==> config.mk <==
export PLATFORM = sky130hd
export DESIGN_NAME = tlb_refill_walker
export DESIGN_NICKNAME = d
export VERILOG_FILES = /design/src/rtl/walker_pkg.sv /design/src/rtl/walker_ctrl.sv /design/src/rtl/walker_dp.sv /design/src/rtl/tlb_refill_walker.sv
export SDC_FILE = /design/constraint.sdc
export NUM_CORES = 1
export LEC_CHECK = 0
export BUFFER_PORTS_ARGS = -buffer_cell sky130_fd_sc_hd__buf_2
export CORE_MARGIN = 5
export CORE_UTILIZATION = 35
export CTS_CLUSTER_DIAMETER = 200
export DETAILED_ROUTE_END_ITERATION = 10
export HOLD_SLACK_MARGIN = 0.15
export PLACE_DENSITY = 0.64
export SLEW_MARGIN = 20
export SYNTH_ARGS = -nofsm -noshare
export SYNTH_HDL_FRONTEND = slang
export SYNTH_SLANG_ARGS = --single-unit
==> constraint.sdc <==
create_clock -name clk -period 2 [get_ports clk]
set_input_delay 0 -clock clk [delete_from_list [all_inputs] [get_ports clk]]
set_output_delay 0 -clock clk [all_outputs]
set_load 0.01 [all_outputs]
==> src/rtl/walker_pkg.sv <==
package walker_pkg;
  typedef enum logic [2:0] {
    ST_IDLE, ST_LOOKUP, ST_MEMREQ, ST_MEMWAIT, ST_WRITE, ST_DONE
  } walkState_t;

  // Strobes from the control into the datapath
  typedef struct packed {
    logic captureMiss;
    logic capturePaddr;
    logic capturePte;
    logic commitRefill;
  } dpStrobe_t;
endpackage

==> src/rtl/walker_ctrl.sv <==
module walker_ctrl
  import walker_pkg::*;
(
  input  logic      clk,
  input  logic      rstN,
  input  logic      missValid,
  input  logic      lkRspValid,
  input  logic      lkRspHit,
  input  logic      memReqReady,
  input  logic      memRspValid,
  output dpStrobe_t strobe,
  output logic      busy,
  output logic      lkReqValid,
  output logic      memReqValid,
  output logic      tlbWrEn,
  output logic      doneValid,
  output logic      doneFault
);
  walkState_t stateQ, stateD;
  logic faultQ, faultSet;

  always_comb begin
    stateD   = stateQ;
    strobe   = '0;
    faultSet = 1'b0;
    unique case (stateQ)
      ST_IDLE: if (missValid) begin
        strobe.captureMiss = 1'b1;
        stateD = ST_LOOKUP;
      end
      ST_LOOKUP: if (lkRspValid) begin
        if (lkRspHit) begin
          strobe.capturePaddr = 1'b1;
          stateD = ST_MEMREQ;
        end else begin
          faultSet = 1'b1;
          stateD = ST_DONE;
        end
      end
      ST_MEMREQ: if (memReqReady) stateD = ST_MEMWAIT;
      ST_MEMWAIT: if (memRspValid) begin
        strobe.capturePte = 1'b1;
        stateD = ST_WRITE;
      end
      ST_WRITE: begin
        strobe.commitRefill = 1'b1;
        stateD = ST_DONE;
      end
      ST_DONE: stateD = ST_IDLE;
      default: stateD = ST_IDLE;
    endcase
  end

  always_ff @(posedge clk) begin
    if (!rstN) begin
      stateQ <= ST_IDLE;
      faultQ <= 1'b0;
    end else begin
      stateQ <= stateD;
      if (strobe.captureMiss) faultQ <= 1'b0;
      else if (faultSet)      faultQ <= 1'b1;
    end
  end

  assign busy        = (stateQ != ST_IDLE);
  assign lkReqValid  = (stateQ == ST_LOOKUP);
  assign memReqValid = (stateQ == ST_MEMREQ);
  assign tlbWrEn     = (stateQ == ST_WRITE);
  assign doneValid   = (stateQ == ST_DONE);
  assign doneFault   = doneValid & faultQ;


  busy_hold_chk: assert property (@(posedge clk) disable iff (!rstN)
    (busy && !doneValid) |=> busy);

  single_phase_chk: assert property (@(posedge clk) disable iff (!rstN)
    $onehot0({lkReqValid, memReqValid, tlbWrEn, doneValid}));

  probe_fail_chk: assert property (@(posedge clk) disable iff (!rstN)
    (lkReqValid && lkRspValid && !lkRspHit) |=> (doneValid && doneFault));

  mem_hold_chk: assert property (@(posedge clk) disable iff (!rstN)
    (memReqValid && !memReqReady) |=> memReqValid);

  done_after_write_chk: assert property (@(posedge clk) disable iff (!rstN)
    tlbWrEn |=> (doneValid && !doneFault));
endmodule

==> src/rtl/walker_dp.sv <==
module walker_dp
  import walker_pkg::*;
#(
  parameter int VA_W       = 32,
  parameter int PAGE_SHIFT = 12,
  parameter int NUM_WAYS   = 4,
  localparam int VPN_W     = VA_W - PAGE_SHIFT,
  localparam int WAY_W     = $clog2(NUM_WAYS)
) (
  input  logic             clk,
  input  logic             rstN,
  input  dpStrobe_t        strobe,
  input  logic [VA_W-1:0]  missVaddr,
  input  logic             missIsData,
  input  logic [VA_W-1:0]  ptBase,
  input  logic [VA_W-1:0]  lkRspPaddr,
  input  logic [31:0]      memRspData,
  output logic [VA_W-1:0]  pteVaddr,
  output logic [VA_W-1:0]  memAddr,
  output logic             tlbWrIsData,
  output logic [WAY_W-1:0] tlbWrWay,
  output logic [VPN_W-1:0] tlbWrVpn,
  output logic [VPN_W-1:0] tlbWrPpn,
  output logic [1:0]       tlbWrRing,
  output logic [3:0]       tlbWrAttr,
  output logic [VA_W-1:0]  excVaddr
);
  localparam int PTE_LOG2  = 2;
  localparam int PTE_SHIFT = PAGE_SHIFT - PTE_LOG2;
  localparam logic [VA_W-1:0] ALIGN_MASK = {{(VA_W-PTE_LOG2){1'b1}}, {PTE_LOG2{1'b0}}};
  localparam int RING_LSB  = 4;

  logic [VA_W-1:0]  vaddrQ, pteVaddrQ, paddrQ, excQ;
  logic             isDataQ;
  logic [31:0]      pteQ;
  logic [WAY_W-1:0] refillCntQ, refillCntInc;

  assign refillCntInc = refillCntQ + 1'b1;

  always_ff @(posedge clk) begin
    if (!rstN) begin
      vaddrQ     <= '0;
      pteVaddrQ  <= '0;
      paddrQ     <= '0;
      isDataQ    <= 1'b0;
      pteQ       <= '0;
      refillCntQ <= '0;
      excQ       <= '0;
    end else begin
      if (strobe.captureMiss) begin
        vaddrQ    <= missVaddr;
        isDataQ   <= missIsData;
        pteVaddrQ <= (ptBase | (missVaddr >> PTE_SHIFT)) & ALIGN_MASK;
      end
      if (strobe.capturePaddr) paddrQ <= lkRspPaddr;
      if (strobe.capturePte)   pteQ   <= memRspData;
      if (strobe.commitRefill) begin
        refillCntQ <= refillCntInc;
        excQ       <= vaddrQ;
      end
    end
  end

  assign pteVaddr    = pteVaddrQ;
  assign memAddr     = paddrQ;
  assign tlbWrIsData = isDataQ;
  assign tlbWrWay    = refillCntInc;
  assign tlbWrVpn    = vaddrQ[VA_W-1:PAGE_SHIFT];
  assign tlbWrPpn    = pteQ[31:32-VPN_W];
  assign tlbWrRing   = pteQ[RING_LSB+1:RING_LSB];
  assign tlbWrAttr   = pteQ[3:0];
  assign excVaddr    = excQ;


  way_counter_hold_chk: assert property (@(posedge clk) disable iff (!rstN)
    !strobe.commitRefill |=> $stable(refillCntQ));

  exc_hold_chk: assert property (@(posedge clk) disable iff (!rstN)
    !strobe.commitRefill |=> $stable(excQ));

  mem_addr_hold_chk: assert property (@(posedge clk) disable iff (!rstN)
    !strobe.capturePaddr |=> $stable(paddrQ));
endmodule

==> src/rtl/tlb_refill_walker.sv <==
module tlb_refill_walker
  import walker_pkg::*;
#(
  parameter int VA_W       = 32,
  parameter int PAGE_SHIFT = 12,
  parameter int NUM_WAYS   = 4,
  localparam int VPN_W     = VA_W - PAGE_SHIFT,
  localparam int WAY_W     = $clog2(NUM_WAYS)
) (
  input  logic             clk,
  input  logic             rstN,
  input  logic             missValid,
  input  logic [VA_W-1:0]  missVaddr,
  input  logic             missIsData,
  input  logic [VA_W-1:0]  ptBase,
  output logic             busy,
  output logic             lkReqValid,
  output logic [VA_W-1:0]  lkReqVaddr,
  input  logic             lkRspValid,
  input  logic             lkRspHit,
  input  logic [VA_W-1:0]  lkRspPaddr,
  output logic             memReqValid,
  output logic [VA_W-1:0]  memReqAddr,
  input  logic             memReqReady,
  input  logic             memRspValid,
  input  logic [31:0]      memRspData,
  output logic             tlbWrEn,
  output logic             tlbWrIsData,
  output logic [WAY_W-1:0] tlbWrWay,
  output logic [VPN_W-1:0] tlbWrVpn,
  output logic [VPN_W-1:0] tlbWrPpn,
  output logic [1:0]       tlbWrRing,
  output logic [3:0]       tlbWrAttr,
  output logic [VA_W-1:0]  excVaddr,
  output logic             doneValid,
  output logic             doneFault
);
  dpStrobe_t strobe;

  walker_ctrl u_ctrl (
    .clk(clk), .rstN(rstN), .missValid(missValid),
    .lkRspValid(lkRspValid), .lkRspHit(lkRspHit),
    .memReqReady(memReqReady), .memRspValid(memRspValid),
    .strobe(strobe), .busy(busy), .lkReqValid(lkReqValid),
    .memReqValid(memReqValid), .tlbWrEn(tlbWrEn),
    .doneValid(doneValid), .doneFault(doneFault)
  );

  walker_dp #(.VA_W(VA_W), .PAGE_SHIFT(PAGE_SHIFT), .NUM_WAYS(NUM_WAYS)) u_dp (
    .clk(clk), .rstN(rstN), .strobe(strobe),
    .missVaddr(missVaddr), .missIsData(missIsData), .ptBase(ptBase),
    .lkRspPaddr(lkRspPaddr), .memRspData(memRspData),
    .pteVaddr(lkReqVaddr), .memAddr(memReqAddr),
    .tlbWrIsData(tlbWrIsData), .tlbWrWay(tlbWrWay), .tlbWrVpn(tlbWrVpn),
    .tlbWrPpn(tlbWrPpn), .tlbWrRing(tlbWrRing), .tlbWrAttr(tlbWrAttr),
    .excVaddr(excVaddr)
  );
endmodule

==> flow_summary.yaml <==
worst_hold_path:
  hp-class: "in -> reg"
power:
  power_density_nw_per_um2: 827
  power.switching_mw: 2.28
  clkPwrFrac_pct: 38.4
  power.leakage_nw: 4.49
  combPwrFrac_pct: 18.7
  p_sw_share_pct: 28.0
  ir_drop_mv: 0.615
  p_seq_share_pct: 42.9
  internal_power_mw: 5.88
run:
  drv_cap: 0
setup_path:
  crit_path_max_fanout: 5
  startpoint_type: "flop"
  cp_data_arrival_time_ps: 2260
  worstPathRequired_ps: 2300
  criticalPathCategory: "reg -> reg"
  end_kind: "flop"
cells_and_area:
  multiInputGateArea_um2: 2830
  drive_gt1_share_pct: 29.2
  fin_area_um2: 9860
  num_antenna_cells: 0
  fill_cells: 1610
  final_common_cell: "buf_2"
  regArea_um2: 3180
  layout_common_cells: "buf_2, nand2_1, dfxtp_1"
  syn_to_final_growth_pct: 53.3
  layout.nets: 1248
route:
  num_vias: 6402
  dr.pass1.iters: 4
  drt_iter0_markers: 152
  avgRoutedWirePerCell_um: 14.9
  drt_wl_total_um: 20200
  viasPerCell: 4.73
  drcViolationCount: 0
  ant_nets: 0
placed_design:
  post-dp-hpwl_um: 12600
  place_area_um2: 7880
  numPortBuffers: 276
  gp_congestion: 0.730
  dp_slack_ps: 216
sta:
  setup_viol: 0
  fin_tns_setup_ps: 0
  timing.final.crit_share_pct: 97.9
  relSlewSlack_pct: 63.8
  hold_viol_final: 0
  min_period_ps: 1960
  worst_slew_pin_slew_ps: 543
  timing.fmax_ghz: 0.511
  slew_violations: 0
  rsz0062_at_grt: "no"
  worst_clock_skew_ps: 7.88
  timing.final.ws_setup_ps: 42.8
yosys:
  ys_types: 37
  syn-cell-area_um2: 6430
  async_flop_share_pct: 0
  synth-edff-count: 0
  ys_warn_count: 0
  seq_area_frac_synth_pct: 49.5
  avgSynthCellArea_um2: 8.67
  ys_seq_elements: 159
  synth_ff_type: "dfxtp_1"
  syn_inst: 742
global_route:
  grt_pass1_wl_um: 33100
  grt_pass1_vias: 6411
  gr-total-overflow: 0
  antenna_found_initial: 0
  grt_max_degree: 74
  grt_usage_pct: 18.7
cts:
  htreeDepth: 4
  cts_setup_buffers: 0
  cts-root-buf: "clkbuf_16"
  clk_path_buf_depth: 2
  cts.sinks: 159
  cts_buffers: 17
  clk_pin_slew_worst_paths_ps: 60
  clk_latency_ps: 420
  cts_tree: "built"
floorplanning:
  ios: 287
  initial_core_util_pct: 35.7
  die_w_um: 146
  die_h_um: 146
  die_area_um2: 21200
  core_region_area_um2: 18000
  num_rows: 49
outcome:
  outcome: "complete, no violations"
routing by layer:
| layer | track usage, % | up-vias | wire length [µm] |
|---|---|---|---|
| met4 | 7.09 | 0 | 483 |
| met5 | 0 | - | 0 |
| met1 | 22.4 | 2950 | 8620 |
| li1 | - | 3177 | - |
| met2 | 30.7 | 238 | 9440 |
| met3 | 6.70 | 37 | 1680 |
cells in the mapped netlist, types with 2 or more instances:
library cell	count	share of area (%)
nand2_1	204	12
dfxtp_1	159	49
a21boi_0	112	13
clkbuf_1	35	2.0
and3_1	32	3.1
o21a_1	32	3.7
buf_4	24	2.8
a21boi_1	23	2.7
nor2_1	23	1.3
buf_2	22	1.7
nor3_1	22	1.7
nor3b_1	21	2.4
o21ai_0	3	0.23
a21oi_1	2	0.16
and2_1	2	0.19
inv_1	2	0.12
mux2i_1	2	0.31
nand2b_1	2	0.19
or3_1	2	0.19
state kept, by name (all words and copies together) (netlist names):
register,flops
u_dp.memAddr,32
u_dp.excVaddr,32
u_dp.vaddrQ,32
u_dp.refillCntQ,2
u_dp.pteVaddr,30
u_dp.tlbWrIsData,1
u_ctrl.faultQ,1
u_ctrl.stateQ,3
u_dp.pteQ,26
power by group through the flow:
stage	Combinational, mW	Sequential (mW)	Clock [mW]
CTS	1.53	3.50	3.24
detailed placement	1.32	3.57	0
global placement	1.31	3.56	0
floorplan	0.737	3.63	0
finish	1.53	3.50	3.13
global route	1.68	3.53	3.37
through the flow:
| stage | total power, mW | util [%] | instances | hold WS (ps) |
|---|---|---|---|---|
| global route | 8.58 | 54.7 | 1354 | 256 |
| global placement | 4.87 | 43.7 | 1183 | 249 |
| CTS | 8.27 | 54.6 | 1354 | 198 |
| finish | 8.16 | 54.7 | 1354 | 227 |
| floorplan | 4.36 | - | 743 | 145 |
| detailed placement | 4.89 | 43.7 | 1183 | 259 |
final cells by class:
type	instances	share of cell area, %
Sequential cell	159	32.3
Timing Repair Buffer	432	30.3
Multi-Input combinational cell	499	28.6
Clock buffer	19	4.49
Tap cell	229	2.90
Clock inverter	13	1.31
Inverter	3	0.127
final timing paths:
path                                      start                              to  slack, ps  cells past startpoint
setup / recovery  u_ctrl.stateQ[2]$_SDFFE_PN0P_      u_ctrl.faultQ$_SDFFE_PP0P_         40                      3
hold reg to reg    u_dp.vaddrQ[10]$_SDFFE_PN0P_  u_dp.excVaddr[10]$_SDFFE_PN0P_        450                      2
setup reg to reg  u_ctrl.stateQ[2]$_SDFFE_PN0P_      u_ctrl.faultQ$_SDFFE_PP0P_         40                      3
hold / removal                        missValid   u_ctrl.stateQ[2]$_SDFFE_PN0P_        230                      4
worst max-delay path, stage by stage, from the launching register on:
cell	delay, ps
dfxtp_1	310
or4b_2	810
o211a_1	180
dlygate4sd3_1	550
kinds of logic after synthesis:
group                     Yosys count  share of synthesized area (%)
and+or+nand+nor                   318                           22.7
AOI/OAI and AO/OA                 175                           20.3
DFF                               159                           49.5
buffers and inverters              85                           6.92
xor gates and xnor gates            2                          0.272
muxes                               2                          0.311
other                               1                         0.0583
repair_timing:
item / CTS / global route
endpoints found under the hold margin: 136 / 0
endpoints found under the setup margin: 0 / 8
hold buffers: 139 / 0
resized for setup: 0 / 10
Note: power is estimated with default switching activity, not from simulation.
